===== src/rtl/ucode_bus_pkg.sv =====
package ucode_bus_pkg;
  localparam int UA_W = 3;
  typedef logic [UA_W-1:0] uaddr_t;

  localparam uaddr_t UA_FETCH0 = 3'd0;
  localparam uaddr_t UA_FETCH1 = 3'd1;
  localparam uaddr_t UA_FETCH2 = 3'd2;
  localparam uaddr_t UA_NOP0   = 3'd3;
  localparam uaddr_t UA_LDII0  = 3'd4;
  localparam uaddr_t UA_LDII1  = 3'd5;
  localparam uaddr_t UA_LDII2  = 3'd6;

  localparam logic [5:0] OP_NOP  = 6'h00;
  localparam logic [5:0] OP_LDII = 6'h3A;

  typedef enum logic [1:0] {BR_NEXT, BR_JUMP, BR_DISP} br_e;
  typedef enum logic [1:0] {SEL_RS, SEL_RD, SEL_PC} rsel_e;
  typedef enum logic {ALU_ADD, ALU_INC4} alu_e;

  typedef struct packed {
    logic   ld_ir;
    rsel_e  reg_sel;
    logic   reg_wr;
    logic   en_reg;
    logic   ld_a;
    logic   ld_b;
    alu_e   alu_op;
    logic   en_alu;
    logic   ld_ma;
    logic   mem_wr;
    logic   en_mem;
    logic   ex_sgn;
    logic   en_imm;
    br_e    br;
    uaddr_t next;
  } uword_t;
endpackage


===== src/rtl/ucode_rom.sv =====
module ucode_rom
  import ucode_bus_pkg::*;
(
  input  uaddr_t upc_i,
  output uword_t uw_o
);
  always_comb begin
    uw_o = '0;
    unique case (upc_i)
      UA_FETCH0: begin  // MA <- PC, A <- PC
        uw_o.reg_sel = SEL_PC; uw_o.en_reg = 1'b1;
        uw_o.ld_ma = 1'b1; uw_o.ld_a = 1'b1; uw_o.br = BR_NEXT;
      end
      UA_FETCH1: begin  // IR <- M[MA]
        uw_o.en_mem = 1'b1; uw_o.ld_ir = 1'b1; uw_o.br = BR_NEXT;
      end
      UA_FETCH2: begin  // PC <- A+4, dispatch
        uw_o.alu_op = ALU_INC4; uw_o.en_alu = 1'b1;
        uw_o.reg_sel = SEL_PC; uw_o.reg_wr = 1'b1; uw_o.br = BR_DISP;
      end
      UA_NOP0: begin
        uw_o.br = BR_JUMP; uw_o.next = UA_FETCH0;
      end
      UA_LDII0: begin   // MA <- R[rs]
        uw_o.reg_sel = SEL_RS; uw_o.en_reg = 1'b1;
        uw_o.ld_ma = 1'b1; uw_o.br = BR_NEXT;
      end
      UA_LDII1: begin   // MA <- M[MA]
        uw_o.en_mem = 1'b1; uw_o.ld_ma = 1'b1; uw_o.br = BR_NEXT;
      end
      UA_LDII2: begin   // R[rd] <- M[MA], back to fetch
        uw_o.en_mem = 1'b1; uw_o.reg_sel = SEL_RD; uw_o.reg_wr = 1'b1;
        uw_o.br = BR_JUMP; uw_o.next = UA_FETCH0;
      end
      default: begin
        uw_o.br = BR_JUMP; uw_o.next = UA_FETCH0;
      end
    endcase
  end
endmodule


===== src/rtl/ucode_seq.sv =====
module ucode_seq
  import ucode_bus_pkg::*;
(
  input  logic       clk_i,
  input  logic       rst_ni,
  input  logic       run_i,
  input  br_e        br_i,
  input  uaddr_t     next_i,
  input  logic [5:0] opcode_i,
  output uaddr_t     upc_o
);
  uaddr_t upc_q, upc_d, disp;

  always_comb begin
    unique case (opcode_i)
      OP_NOP:  disp = UA_NOP0;
      OP_LDII: disp = UA_LDII0;
      default: disp = UA_FETCH0;
    endcase
  end

  always_comb begin
    unique case (br_i)
      BR_NEXT: upc_d = upc_q + uaddr_t'(1);
      BR_JUMP: upc_d = next_i;
      default: upc_d = disp;
    endcase
    if (!run_i) upc_d = UA_FETCH0;
  end

  always_ff @(posedge clk_i or negedge rst_ni)
    if (!rst_ni) upc_q <= UA_FETCH0;
    else         upc_q <= upc_d;

  assign upc_o = upc_q;
endmodule


===== src/rtl/ucode_datapath.sv =====
module ucode_datapath
  import ucode_bus_pkg::*;
#(
  parameter int XLEN      = 32,
  parameter int NREGS     = 32,
  parameter int MEM_WORDS = 64,
  parameter int unsigned REG_BASE = 32'h80,
  localparam int RIW = $clog2(NREGS),
  localparam int MAW = $clog2(MEM_WORDS)
) (
  input  logic            clk_i,
  input  logic            rst_ni,
  input  logic            run_i,
  input  uword_t          uw_i,
  input  logic            init_we_i,
  input  logic [MAW-1:0]  init_addr_i,
  input  logic [XLEN-1:0] init_data_i,
  input  logic [RIW-1:0]  dbg_addr_i,
  output logic [XLEN-1:0] dbg_data_o,
  output logic [XLEN-1:0] pc_o,
  output logic [5:0]      opcode_o
);
  logic [XLEN-1:0] rf [NREGS];
  logic [XLEN-1:0] mem [MEM_WORDS];
  logic [XLEN-1:0] pc_q, a_q, b_q, ir_q, ma_q;
  logic [XLEN-1:0] bus, reg_rd, alu_out, imm, mem_rd;
  logic [RIW-1:0]  ridx;
  logic [MAW-1:0]  widx;

  assign ridx   = (uw_i.reg_sel == SEL_RD) ? ir_q[16 +: RIW] : ir_q[21 +: RIW];
  assign reg_rd = (uw_i.reg_sel == SEL_PC) ? pc_q : rf[ridx];
  assign widx   = ma_q[2 +: MAW];
  assign mem_rd = mem[widx];
  assign alu_out = a_q + ((uw_i.alu_op == ALU_INC4) ? XLEN'(4) : b_q);
  assign imm = uw_i.ex_sgn ? {{(XLEN-16){ir_q[15]}}, ir_q[15:0]}
                           : {{(XLEN-16){1'b0}}, ir_q[15:0]};

  always_comb begin
    if      (uw_i.en_reg) bus = reg_rd;
    else if (uw_i.en_alu) bus = alu_out;
    else if (uw_i.en_mem) bus = mem_rd;
    else if (uw_i.en_imm) bus = imm;
    else                  bus = '0;
  end

  always_ff @(posedge clk_i or negedge rst_ni) begin
    if (!rst_ni) begin
      pc_q <= '0; a_q <= '0; b_q <= '0; ir_q <= '0; ma_q <= '0;
      for (int i = 0; i < NREGS; i++) rf[i] <= XLEN'(REG_BASE) + XLEN'(4 * i);
    end else if (run_i) begin
      if (uw_i.ld_ir) ir_q <= bus;
      if (uw_i.ld_a)  a_q  <= bus;
      if (uw_i.ld_b)  b_q  <= bus;
      if (uw_i.ld_ma) ma_q <= bus;
      if (uw_i.reg_wr) begin
        if (uw_i.reg_sel == SEL_PC) pc_q <= bus;
        else                        rf[ridx] <= bus;
      end
    end
  end

  always_ff @(posedge clk_i) begin
    if (!run_i && init_we_i)      mem[init_addr_i] <= init_data_i;
    else if (run_i && uw_i.mem_wr) mem[widx] <= bus;
  end

  assign dbg_data_o = rf[dbg_addr_i];
  assign pc_o       = pc_q;
  assign opcode_o   = ir_q[31:26];
endmodule


===== src/rtl/ucode_bus_core.sv =====
module ucode_bus_core
  import ucode_bus_pkg::*;
#(
  parameter int XLEN      = 32,
  parameter int NREGS     = 32,
  parameter int MEM_WORDS = 64,
  parameter int unsigned REG_BASE = 32'h80,
  localparam int RIW = $clog2(NREGS),
  localparam int MAW = $clog2(MEM_WORDS)
) (
  input  logic            clk_i,
  input  logic            rst_ni,
  input  logic            run_i,
  input  logic            init_we_i,
  input  logic [MAW-1:0]  init_addr_i,
  input  logic [XLEN-1:0] init_data_i,
  input  logic [RIW-1:0]  dbg_addr_i,
  output logic [XLEN-1:0] dbg_data_o,
  output logic [XLEN-1:0] pc_o,
  output logic [UA_W-1:0] upc_o
);
  uword_t     uw;
  uaddr_t     upc;
  logic [5:0] opcode;

  ucode_rom u_rom (.upc_i(upc), .uw_o(uw));

  ucode_seq u_seq (
    .clk_i, .rst_ni, .run_i,
    .br_i(uw.br), .next_i(uw.next), .opcode_i(opcode), .upc_o(upc)
  );

  ucode_datapath #(
    .XLEN(XLEN), .NREGS(NREGS), .MEM_WORDS(MEM_WORDS), .REG_BASE(REG_BASE)
  ) u_dp (
    .clk_i, .rst_ni, .run_i, .uw_i(uw),
    .init_we_i, .init_addr_i, .init_data_i,
    .dbg_addr_i, .dbg_data_o, .pc_o, .opcode_o(opcode)
  );

  assign upc_o = upc;
endmodule


===== config.mk =====
export PLATFORM = sky130hd
export DESIGN_NAME = ucode_bus_core
export DESIGN_NICKNAME = d
export VERILOG_FILES = /design/src/rtl/ucode_bus_pkg.sv /design/src/rtl/ucode_rom.sv /design/src/rtl/ucode_seq.sv /design/src/rtl/ucode_datapath.sv /design/src/rtl/ucode_bus_core.sv
export SDC_FILE = /design/constraint.sdc
export NUM_CORES = 2
export LEC_CHECK = 0
export BUFFER_PORTS_ARGS = -buffer_cell sky130_fd_sc_hd__buf_2
export CORE_MARGIN = 4
export CORE_UTILIZATION = 55
export CTS_CLUSTER_DIAMETER = 60
export CTS_CLUSTER_SIZE = 16
export DETAILED_ROUTE_END_ITERATION = 6
export PLACE_DENSITY = 0.71
export SLEW_MARGIN = 20
export SYNTH_ARGS = -nofsm -noshare
export SYNTH_HDL_FRONTEND = slang
export SYNTH_SLANG_ARGS = --single-unit

===== constraint.sdc =====
create_clock -name clk_i -period 5.2 [get_ports clk_i]
set_input_delay 1.04 -clock clk_i [delete_from_list [all_inputs] [get_ports clk_i]]
set_output_delay 1.04 -clock clk_i [all_outputs]
set_load 0.03 [all_outputs]

Word-level counts from Yosys, hierarchy flattened
Memories as Yosys holds them, arrays and structs flattened.
Index checks and enable logic that the tools add are counted.
{"block": "classes", "shift": 0, "bitwise": 3, "n_lt_le_gt_ge": 3, "eq_ne": 9, "muxes": 29, "mul": 0, "reduce_logical": 17, "n_div": 0, "addsub": 2}
{"cell": "$bwmux W1024", "count": 1}
{"cell": "$bmux W32 S5", "count": 2}
{"cell": "$mux W32", "count": 9}
{"cell": "$demux W32 S5", "count": 1}
{"cell": "$add A32 B32 Y32", "count": 1}
{"cell": "$ge A6 B6 Y1 const B", "count": 2}
{"cell": "$not A5 Y6", "count": 2}
{"cell": "$pmux W3 S2", "count": 2}
{"cell": "$eq A3 B3 Y1 const B", "count": 3}
{"cell": "$mux W1", "count": 8}
{"cell": "$pmux W2 S2", "count": 2}
{"cell": "$eq A6 B6 Y1 const B", "count": 1}
{"cell": "$logic_not A6 Y1", "count": 1}
{"cell": "$lt A6 B1 Y1 const B", "count": 1}
{"cell": "$mux W3", "count": 2}
{"cell": "$reduce_and A2 Y1", "count": 3}
{"cell": "$reduce_and A3 Y1", "count": 2}
{"cell": "$reduce_or A2 Y1", "count": 3}
{"cell": "$reduce_or A3 Y1", "count": 2}
{"cell": "$mux W5", "count": 1}
{"cell": "$eq A2 B1 Y1 const B", "count": 2}
{"cell": "$reduce_or A4 Y1", "count": 1}
{"cell": "$add A3 B1 Y3 const B", "count": 1}
{"cell": "$eq A3 B1 Y1 const B", "count": 1}
{"cell": "8 further kinds", "count": 9}
{"block": "word_totals", "mem_bits_rw": 2048, "mem_count": 1, "latchBits": 0, "regBits": 1131, "mem_bits_ro": 0, "wordCells": 101, "output_inout_bits": 67}
{"memory": "u_dp.mem", "depth": 64, "width": 32, "read_ports": 1, "rd_clocked_by_memory_dff": 0, "wr": 1, "line": "ucode_datapath.sv:24", "text": "logic [XLEN-1:0] mem [MEM_WORDS];"}

Logic depth before layout (Yosys ltp)
{"block": "depth", "word_depth": 12, "depth_mapped": 16, "mapped_depth_nobuf": 11}

Hierarchy
Synthesis repeated with hierarchy kept, for this count alone.
{"block": "hier_totals", "hier_cells": 8997, "hier_area_um2": 139556.3}
{"module": "ucode_datapath", "seq_area_each_um2": 90616.9, "area_per_inst_um2": 139224.8, "n_inst": 1, "cells_each": 8954}
{"module": "ucode_seq", "seq_area_each_um2": 75.1, "area_per_inst_um2": 195.2, "n_inst": 1, "cells_each": 21}
{"module": "ucode_rom", "seq_area_each_um2": 0.0, "area_per_inst_um2": 136.4, "n_inst": 1, "cells_each": 22}

Worst setup path after synthesis
No wires, ideal clock.
{"block": "synth_path", "kind": "in2out", "from": "in dbg_addr_i[1]", "to": "out dbg_data_o[10]", "n_path_buf": 3, "slack_ps": 628, "arrival_ps": 3532, "cell_stages": 6, "path_cell_list": "clkbuf_1 buf_1 buf_1 mux4_2 mux4_2 mux2_2"}
{"block": "synth_via", "elab_chain_len": 4}
{"item": "start: declaration", "line": "ucode_bus_core.sv:17", "text": "input logic [RIW-1:0] dbg_addr_i,"}
{"item": "$not A5 Y6 (implied by the code)", "line": "ucode_datapath.sv:67", "text": "assign dbg_data_o = rf[dbg_addr_i];"}
{"item": "$bmux W32 S5", "line": "ucode_datapath.sv:67"}
{"item": "$mux W32 (implied by the code) (2 in series)", "line": "ucode_datapath.sv:67"}
{"item": "end: declaration", "line": "ucode_bus_core.sv:18", "text": "output logic [XLEN-1:0] dbg_data_o,"}
No other way between the ends. The select of a mux whose other input is x is not followed.

Final worst setup path
{"block": "layout_path", "from": "in dbg_addr_i[1]", "to": "out dbg_data_o[5]"}
Same word-level chain as after synthesis.

==> out/qor.csv <==
metric;value;unit
Worst slew margin;18.3;%
synth warn;0;
WS Path Type;in2out;
r2r setup slk;0.84;ns
Synth area leader;edfxtp_1;
r2r endpoint;u_dp.rf[258];
hold crit path type;in2async;
clock skew;0.0802;ns
global route overflow;0;
die area;242000;um2
Final Util;60.9;%
Seq cells post-synth;3161;
CP required;4.16;ns
I/O pin total;114;
chip height;492;um
Max Cap Violations;0;
DRC Markers;0;
initial antenna violation count;21;
async set or reset register ratio after synthesis;35.2;%
Row Count;177;
worst-skew pair later-pin latency;0.89;ns
Final Max Slew Viols;0;
EDFF count, synth;2048;
die width;492;um
Syn Nets;8013;
Tcrit/Tclk final;85.3;%
outcome;finished clean;
number of buffers added on ports;113;
sequential cell area fraction in the yosys report;69.4;%
fin nets;8110;
buffer depth of the longest clock path;3;
layout cells sized above 1;24.8;%
Detailed Routing Iterations Pass 1;6;
PwrDens;416;nW/um2
vias in the first global route;74600;
Initial Util;55.4;%
Synth cell types;74;
CTS Sinks;3161;
cells taking the most area after synthesis;edfxtp_1, dfrtp_1, mux4_2, nand2_1, o21ai_0;
H-tree Lvls;4;
largest net degree at the start of global routing;130;
routed length per placed instance;32.0;um
Cell Count, Final, Fillers Out;11300;
ys flop type;edfxtp_1;
Cells after Synth;7965;
Leakage;50.8;nW
Layout area overhead;10.0;%
CTS root buf;clkbuf_16;
CTS tree;done;
Max IR drop VDD;0.364;mV
number of antenna-violating nets in the routed design;0;
fill count;16700;
CORE AREA;233000;um2
Mapped Avg Cell Area;16.2;um2
RSZ-0062 raised after global routing;no;
Fmax;0.225;GHz
synthesized cell area;129000;um2
worst stage delay on the critical path;0.55;ns
Post CTS Setup Buffer Count;0;
hold-fix buffers at CTS;0;
CTS Buf Count;231;
DR iter-0 viols;9841;
Yosys top cell area share;47.7;%
min Tclk post-route;4.44;ns
Most common cell on crit path;mux4_2;
clk slew on worst S/H paths;0.07;ns
crit-path max FO;21;
final setup violation count;0;
startpoint types;input pin;
vias per cell;6.63;
worst slew pin tran;1.22;ns
post-placement cell count;11000;
critical path, cell by cell;buf_8 -> buf_4 -> mux4_2 -> mux4_2 -> mux2_2 -> buf_2;
via count;75000;
global-route usage over all layers;30.0;%
# resized after CTS;0;
CP Data Arrival Time;3.40;ns
dpl hpwl;216;mm
Fin. Hold Viols;0;
FF-to-FF Start;u_dp.ma_q[2];
Setup TNS Final;0;ns
R2R cell count;8;
first-pass GRT wire length;528;mm
WL final;362;mm
crit end category;primary output;
RePlAce Congestion;0.896;
slowest stage cell, crit path;mux4_2;
-- final cells by class --
class	instances	area, um2	area share (%)
multi-input cells	4202	37700	26.5
well taps	3132	3920	2.76
clock buffers	285	6160	4.34
repair buffers	445	3870	2.73
diodes	10	25.0	0.0176
flip-flops and latches	3161	89500	63.1
clock inverters	47	696	0.490
inverters	21	88.8	0.0626
-- flip-flops by register name, indices dropped and copies added, names as in the netlist --
signal and flops:
u_dp.pc_o 32, u_dp.mem 2048, u_dp.rf 1024, u_dp.ir_q 16, u_dp.a_q 32, u_seq.upc_o 3, u_dp.ma_q 6
-- synth_stat cells, drive strengths merged (3+ instances only) --
master      n
a2111oi     7
a211oi     32
a21oi     239
a221oi      6
a222oi      3
a22oi       5
a311oi     13
a31o        5
a31oi      19
a32oi      20
and2       10
and3       11
buf       172
clkbuf    409
clkinv      3
dfrtp    1001
dfstp     112
edfxtp   2048
inv        18
mux2       81
mux2i     108
mux4      911
nand2    1368
nand2b      7
nand3      73
nand3b      9
nand4      13
nor2      360
nor2b       8
nor3        8
nor3b       7
nor4        5
o211a       3
o211ai      4
o21ai     731
o221ai      8
o22ai      31
o311ai      4
o31ai      34
or2         4
or3         3
xnor2      15
xor2       13
-- how the worst max path moves through the flow --
| stage | startpoint | end | slack [ns] | depth (start not counted) |
|---|---|---|---|---|
| floorplan | dbg_addr_i[1] | dbg_data_o[10] | 0.63 | 6 |
| global placement | dbg_addr_i[1] | dbg_data_o[10] | 0.75 | 6 |
| detailed placement | dbg_addr_i[1] | dbg_data_o[10] | 0.75 | 6 |
| CTS | dbg_addr_i[1] | dbg_data_o[10] | 0.76 | 6 |
| global route | u_dp.ma_q[2] | u_dp.rf[536] | 0.55 | 9 |
| finish | dbg_addr_i[1] | dbg_data_o[5] | 0.76 | 6 |
-- metrics by stage --
stage / total power [W] / cell area [um2] / hold slack, ns / worst slack, ns
finish: 0.0590 / 142000 / 0.264 / 0.764
global route: 0.0610 / 142000 / 0.294 / 0.552
CTS: 0.0591 / 142000 / 0.259 / 0.762
detailed placement: 0.0421 / 135000 / 0.460 / 0.754
global placement: 0.0419 / 135000 / 0.454 / 0.752
floorplan: 0.0369 / 129000 / 0.441 / 0.628
-- routing by layer --
metal	global-route usage (%)	share of wire, %	vias to the layer above
met5	0	0.011	-
met4	12.1	4.7	6
met3	5.52	9.7	876
met2	48.7	49	4443
met1	40.8	36	39200
li1	-	-	30400
-- cell families (layout without fill, tap and decap cells) --
group | Yosys count | after routing | synth area share (%)
muxes | 1100 | 1100 | 17.5
and+or+nand+nor | 1897 | 1897 | 5.81
xor gates and xnor gates | 28 | 28 | 0.190
buffers and inverters | 602 | 798 | 2.06
AOI/OAI and AO/OA | 1176 | 1176 | 5.11
adders and majority gates | 1 | 1 | 0.00970
other | 0 | 10 | 0
DFF | 3161 | 3161 | 69.4
-- worst max-delay path: cells and delay by family --
kind / cells / cell delay [ns]
mux: 3 / 1.42
buf+inv: 3 / 0.89
-- placed cells by master (no fill, tap or decap), drive strengths merged, types with 6 or more instances in the layout --
cell type     n
a221oi        6
nand2      1368
nor2        360
edfxtp     2048
xnor2        15
nor2b         8
o22ai        31
nand3b        9
inv          37
clkinv       22
a31oi        19
o31ai        34
dfrtp      1001
nand2b        7
a21oi       239
nand4        13
nor3b         7
a311oi       13
and2         10
mux2         81
diode        10
o21ai       731
buf         445
nand3        73
clkbuf      285
dfstp       112
mux2i       108
xor2         13
a2111oi       7
mux4        911
a211oi       32
nor3          8
a32oi        20
and3         11
o221ai        8
-- report_power, final --
part / internal (W) / switching [W]
Sequential: 0.0271 / 0.000607
Combinational: 0.00547 / 0.00853
Clock: 0.00864 / 0.00867
Total: 0.0412 / 0.0178
Power figures use the tool's default switching activity.
